--- config.mk ---
export PLATFORM = sky130hd
export DESIGN_NAME = priv_access_guard
export DESIGN_NICKNAME = d
export VERILOG_FILES = /design/src/rtl/guard_pkg.sv /design/src/rtl/guard_region_cmp.sv /design/src/rtl/guard_strobe_gate.sv /design/src/rtl/guard_exc_reg.sv /design/src/rtl/priv_access_guard.sv
export SDC_FILE = /design/constraint.sdc
export NUM_CORES = 1
export LEC_CHECK = 0
export BUFFER_PORTS_ARGS = -buffer_cell sky130_fd_sc_hd__buf_2
export CORE_MARGIN = 10
export CORE_UTILIZATION = 45
export CTS_CLUSTER_DIAMETER = 30
export DETAILED_ROUTE_END_ITERATION = 6
export GPL_TIMING_DRIVEN = 0
export PLACE_DENSITY = 0.82
export SYNTH_ARGS = -nofsm -noshare
export SYNTH_HDL_FRONTEND = slang
export SYNTH_SLANG_ARGS = --single-unit
--- constraint.sdc ---
create_clock -name clk -period 3.57 [get_ports clk]
set_input_delay 0.5355 -clock clk [delete_from_list [all_inputs] [get_ports clk]]
set_output_delay 0.5355 -clock clk [all_outputs]
set_load 0.03 [all_outputs]
--- src/rtl/guard_pkg.sv ---
package guard_pkg;
    localparam int unsigned GUARD_ADDR_W    = 16;
    localparam int unsigned GUARD_VEC_W     = 8;
    localparam int unsigned GUARD_SYS_LIMIT = 32'h3000;
    localparam int unsigned GUARD_EXC_VEC   = 8'h02;
    localparam int unsigned GUARD_INSTR_B   = 2;

    // index of each strobe in the packed strobe vector
    typedef enum logic [0:0] {
        STB_LOAD  = 1'b0,
        STB_STORE = 1'b1
    } strobe_idx_e;
endpackage

--- src/rtl/guard_region_cmp.sv ---
module guard_region_cmp #(
    parameter int unsigned ADDR_W    = guard_pkg::GUARD_ADDR_W,
    parameter int unsigned SYS_LIMIT = guard_pkg::GUARD_SYS_LIMIT
) (
    input  logic [ADDR_W-1:0] addr_i,
    input  logic [1:0]        stb_i,
    input  logic              user_mode_i,
    output logic              viol_o
);
    localparam logic [ADDR_W-1:0] LIMIT = ADDR_W'(SYS_LIMIT);

    logic in_sys;
    logic any_stb;

    always_comb begin
        in_sys  = (addr_i < LIMIT);
        any_stb = |stb_i;
        viol_o  = user_mode_i & any_stb & in_sys;
    end
endmodule

--- src/rtl/guard_strobe_gate.sv ---
module guard_strobe_gate #(
    parameter int unsigned N_STB = 2
) (
    input  logic [N_STB-1:0] stb_i,
    input  logic             block_i,
    output logic [N_STB-1:0] stb_o
);
    for (genvar g = 0; g < N_STB; g++) begin : g_gate
        always_comb begin
            stb_o[g] = stb_i[g] & ~block_i;
        end
    end
endmodule

--- src/rtl/guard_exc_reg.sv ---
module guard_exc_reg #(
    parameter int unsigned ADDR_W  = guard_pkg::GUARD_ADDR_W,
    parameter int unsigned VEC_W   = guard_pkg::GUARD_VEC_W,
    parameter int unsigned EXC_VEC = guard_pkg::GUARD_EXC_VEC,
    parameter int unsigned INSTR_B = guard_pkg::GUARD_INSTR_B
) (
    input  logic              clk,
    input  logic              rst_n,
    input  logic              viol_i,
    input  logic              busy_i,
    input  logic [ADDR_W-1:0] pc_inc_i,
    output logic              req_o,
    output logic [VEC_W-1:0]  vec_o,
    output logic [ADDR_W-1:0] save_pc_o
);
    localparam logic [ADDR_W-1:0] PC_STEP = ADDR_W'(INSTR_B);
    localparam logic [VEC_W-1:0]  VEC_VAL = VEC_W'(EXC_VEC);

    typedef struct packed {
        logic              req;
        logic              flagged;
        logic [VEC_W-1:0]  vec;
        logic [ADDR_W-1:0] pc;
    } exc_state_t;

    exc_state_t st_d, st_q;
    logic       fire;

    always_comb begin
        st_d = st_q;
        fire = viol_i & ~busy_i & ~st_q.flagged;
        st_d.req = fire;
        // flag covers the whole violating access; it drops once the access ends
        st_d.flagged = viol_i & (st_q.flagged | fire);
        if (fire) begin
            st_d.vec = VEC_VAL;
            st_d.pc  = pc_inc_i - PC_STEP;
        end
    end

    always_ff @(posedge clk or negedge rst_n) begin
        if (!rst_n) begin
            st_q <= '0;
        end else begin
            st_q <= st_d;
        end
    end

    assign req_o     = st_q.req;
    assign vec_o     = st_q.vec;
    assign save_pc_o = st_q.pc;
endmodule

--- src/rtl/priv_access_guard.sv ---
module priv_access_guard #(
    parameter int unsigned ADDR_W    = guard_pkg::GUARD_ADDR_W,
    parameter int unsigned VEC_W     = guard_pkg::GUARD_VEC_W,
    parameter int unsigned SYS_LIMIT = guard_pkg::GUARD_SYS_LIMIT,
    parameter int unsigned EXC_VEC   = guard_pkg::GUARD_EXC_VEC,
    parameter int unsigned INSTR_B   = guard_pkg::GUARD_INSTR_B
) (
    input  logic              clk,
    input  logic              rst_n,
    input  logic [ADDR_W-1:0] addr_i,
    input  logic              rd_i,
    input  logic              wr_i,
    input  logic              user_mode_i,
    input  logic [ADDR_W-1:0] pc_inc_i,
    input  logic              entry_busy_i,
    output logic              rd_o,
    output logic              wr_o,
    output logic              exc_req_o,
    output logic [VEC_W-1:0]  exc_vec_o,
    output logic [ADDR_W-1:0] save_pc_o
);
    import guard_pkg::*;

    logic [1:0] stb_in;
    logic [1:0] stb_out;
    logic       viol;

    assign stb_in[STB_LOAD]  = rd_i;
    assign stb_in[STB_STORE] = wr_i;

    guard_region_cmp #(
        .ADDR_W    (ADDR_W),
        .SYS_LIMIT (SYS_LIMIT)
    ) u_cmp (
        .addr_i      (addr_i),
        .stb_i       (stb_in),
        .user_mode_i (user_mode_i),
        .viol_o      (viol)
    );

    guard_strobe_gate #(
        .N_STB (2)
    ) u_gate (
        .stb_i   (stb_in),
        .block_i (viol),
        .stb_o   (stb_out)
    );

    guard_exc_reg #(
        .ADDR_W  (ADDR_W),
        .VEC_W   (VEC_W),
        .EXC_VEC (EXC_VEC),
        .INSTR_B (INSTR_B)
    ) u_exc (
        .clk       (clk),
        .rst_n     (rst_n),
        .viol_i    (viol),
        .busy_i    (entry_busy_i),
        .pc_inc_i  (pc_inc_i),
        .req_o     (exc_req_o),
        .vec_o     (exc_vec_o),
        .save_pc_o (save_pc_o)
    );

    assign rd_o = stb_out[STB_LOAD];
    assign wr_o = stb_out[STB_STORE];
endmodule

==> impl_metrics.ini <==
[critical_path]
path_class = primary input to output pin
r2r-end = u_exc.save_pc_o[9]
cp_data_required_time_ns = 3.03
crit_family = simple AND/OR/NAND/NOR gates
r2r_setup_slack_ns = 2.15
worstReg2RegStart = u_exc.st_q[24]
arrival_ns = 1.32
r2r_cells = 5
path_max_fanout = 3
endpoint_kind = output pin
path_buf_inv = 2
crit_chain = buf_2, a2bb2oi_1, nand3_1, and2_1, buf_2
cpMaxStageDelayCell = a2bb2oi_1
cp-start-kind = primary input
cp_slowest_stage_delay_ns = 0.20
path_common_cell = buf_2

[clocking]
h-tree-depth = 1
cts_tree = built
holdBufCountCts = 0
numCtsBuffers = 3
postCtsResizedCells = 0
postCtsSetupBuffers = 0
cts_buffer_depth = 2
clkLatencyLatePin_ns = 0.29
numClockSinks = 19
root_buffer = clkbuf_4
clk_pin_slew_ns = 0.11

[global_route]
antenna_found_initial = 0
grt_max_degree = 20
gr-total-overflow = 0
grt_pass1_wl_um = 4680
gr-usage-all-layers_pct = 11.6
grt_pass1_vias = 995

[synth]
syn_avg_cell_area_sq_um = 9.16
yosys_register_bits = 19
yosysWarningCount = 0
ys_seq_area_share_pct = 41.5
syn_area_sq_um = 1140
synthCells = 125
ys_types = 29

[timing]
finClkSkew_ns = 0.00307
worst_slack_ns = 1.71
worstMarginPinSlew_ns = 0.749
slew_headroom_pct = 49.9
rsz0062_at_grt = false
fmax_ghz = 0.539
setup_viol = 0
setup_tns_ns = 0
finalCritPeriodShare_pct = 52.0
slew_violations = 0
fin_crit_ns = 1.86
hold_viol_final = 0

[floorplanning]
row_count = 18
dieArea_sq_um = 4960
initial_core_util_pct = 46.6
core_area_sq_um = 2450
die-width_um = 70.4
die_y_um = 70.4
ios = 65

[placement]
pre_cts_ws_ns = 1.41
placed_cell_area_sq_um = 1430
port-buffer-count = 45
gp_congestion = 0.861
dp_hpwl_um = 2340

[worst_hold_path]
hold_path_class = primary input to asynchronous set/reset pin

[drt]
viasPerCell = 4.81
wl_um = 2830
drc = 0
vias = 1011
detail_route.wl_per_cell_um = 13.5
dr.pass1.iters = 5
drt_iter0_markers = 28
ant_nets = 0

[layout]
nNetsFinal = 220
seqCellArea_sq_um = 475
stdcell_area_sq_um = 1460
multi_input_area_sq_um = 485
diodes = 0
drive_gt1_share_pct = 43.9
synthToLayoutAreaGrowth_pct = 27.2
fillCellCount = 224

[status]
status = complete, no violations

[power]
power_leakage_nw = 0.764
power_density_nw_per_um2 = 477
ir_worst_vdd_uv = 278

[job]
cap_violations = 0
-- power by group --
| part | total (W) | internal, W | switching (W) |
|---|---|---|---|
| registers | 0.000283 | 0.000259 | 0.0000232 |
| logic | 0.000304 | 0.000126 | 0.000179 |
| clock network | 0.000108 | 0.0000434 | 0.0000641 |
-- cell families (layout without fill, tap and decap cells) --
| logic type | count (synthesis) | count (layout) | synth area share [%] |
|---|---|---|---|
| multiplexers | 1 | 1 | 0.984 |
| XOR/XNOR | 12 | 12 | 9.18 |
| AO/OA/AOI/OAI | 19 | 19 | 10.1 |
| adder cells (fa/ha/maj) | 1 | 1 | 1.09 |
| AND/OR/NAND/NOR | 41 | 41 | 18.8 |
| other | 1 | 7 | 0.328 |
| buffers and inverters | 31 | 80 | 18.0 |
| flip-flops | 19 | 19 | 41.5 |
-- how the worst max path moves through the flow --
stage | start | depth (start not counted) | to | slack [ns]
global route | pc_inc_i[2] | 7 | u_exc.save_pc_o[9] | 1.56
floorplan | pc_inc_i[1] | 6 | u_exc.save_pc_o[15] | 1.82
detailed placement | pc_inc_i[1] | 7 | u_exc.save_pc_o[15] | 1.41
finish | wr_i | 5 | rd_o | 1.71
CTS | wr_i | 5 | rd_o | 1.71
global placement | pc_inc_i[1] | 7 | u_exc.save_pc_o[15] | 1.46
-- sequential cells by signal (all words and copies together), names as in the netlist --
signal,flops
u_exc.vec_o,1
u_exc.st_q,1
u_exc.save_pc_o,16
u_exc.req_o,1
-- cell usage in the layout (no fill, tap or decap), types with 2 or more instances in the layout --
| master | n |
|---|---|
| and2_1 | 2 |
| xnor2_1 | 4 |
| o21ai_0 | 10 |
| nor2_1 | 6 |
| nor4_1 | 3 |
| clkbuf_4 | 3 |
| o21ai_2 | 3 |
| nand2_1 | 17 |
| buf_4 | 24 |
| buf_2 | 45 |
| conb_1 | 7 |
| xor2_1 | 8 |
| inv_1 | 4 |
| a21oi_1 | 2 |
| nand3_1 | 3 |
| dfrtp_1 | 19 |
| clkbuf_1 | 4 |
| nand4_1 | 3 |
-- synth_stat cells --
library cell / number / share of area (%)
nor4_2: 1 / 1.1
ha_1: 1 / 1.1
nand4b_1: 1 / 0.77
inv_1: 4 / 1.3
buf_4: 24 / 16
a21o_1: 1 / 0.66
nor4_1: 3 / 1.6
a21oi_1: 2 / 0.87
xor2_1: 8 / 6.1
a2bb2oi_1: 1 / 0.77
or4_4: 1 / 0.98
nor3b_1: 1 / 0.66
xnor2_1: 4 / 3.1
o31ai_1: 1 / 0.66
nand4_1: 3 / 1.6
nand2_1: 17 / 5.6
o21ai_0: 10 / 4.4
nand2b_1: 1 / 0.55
conb_1: 1 / 0.33
clkbuf_1: 3 / 0.98
nor3b_2: 1 / 1.1
dfrtp_1: 19 / 42
o21ai_1: 1 / 0.44
o21ai_2: 3 / 2.3
nand3_1: 3 / 1.3
mux2_2: 1 / 0.98
and2_1: 2 / 1.1
nor3_1: 1 / 0.44
nor2_1: 6 / 2.0
-- per-layer routing --
| metal | global-route usage, % | up-vias | share of wire, % |
|---|---|---|---|
| li1 | - | 498 | - |
| met1 | 10.6 | 475 | 35 |
| met2 | 22.4 | 32 | 57 |
| met3 | 2.68 | 6 | 6.0 |
| met4 | 6.58 | 0 | 2.0 |
| met5 | 0 | - | 0 |
-- through the flow --
stage,cells,hold slack (ns),total power (W),util [%]
after floorplan,131,0.240,0.000509,-
after CTS,210,0.177,0.000704,59.3
final,210,0.165,0.000694,59.3
after global placement,206,0.453,0.000587,58.3
after detailed placement,206,0.473,0.000596,58.3
after global routing,210,0.180,0.000740,59.3
-- area by class of cell --
class	instances	share of cell area, %
inverters	4	1.03
clock buffers	4	1.80
multi-input cells	81	33.3
plain buffers	27	13.1
well taps	30	2.58
repair buffers	45	15.5
flip-flops and latches	19	32.6
Note: power is estimated with default switching activity, not from simulation.
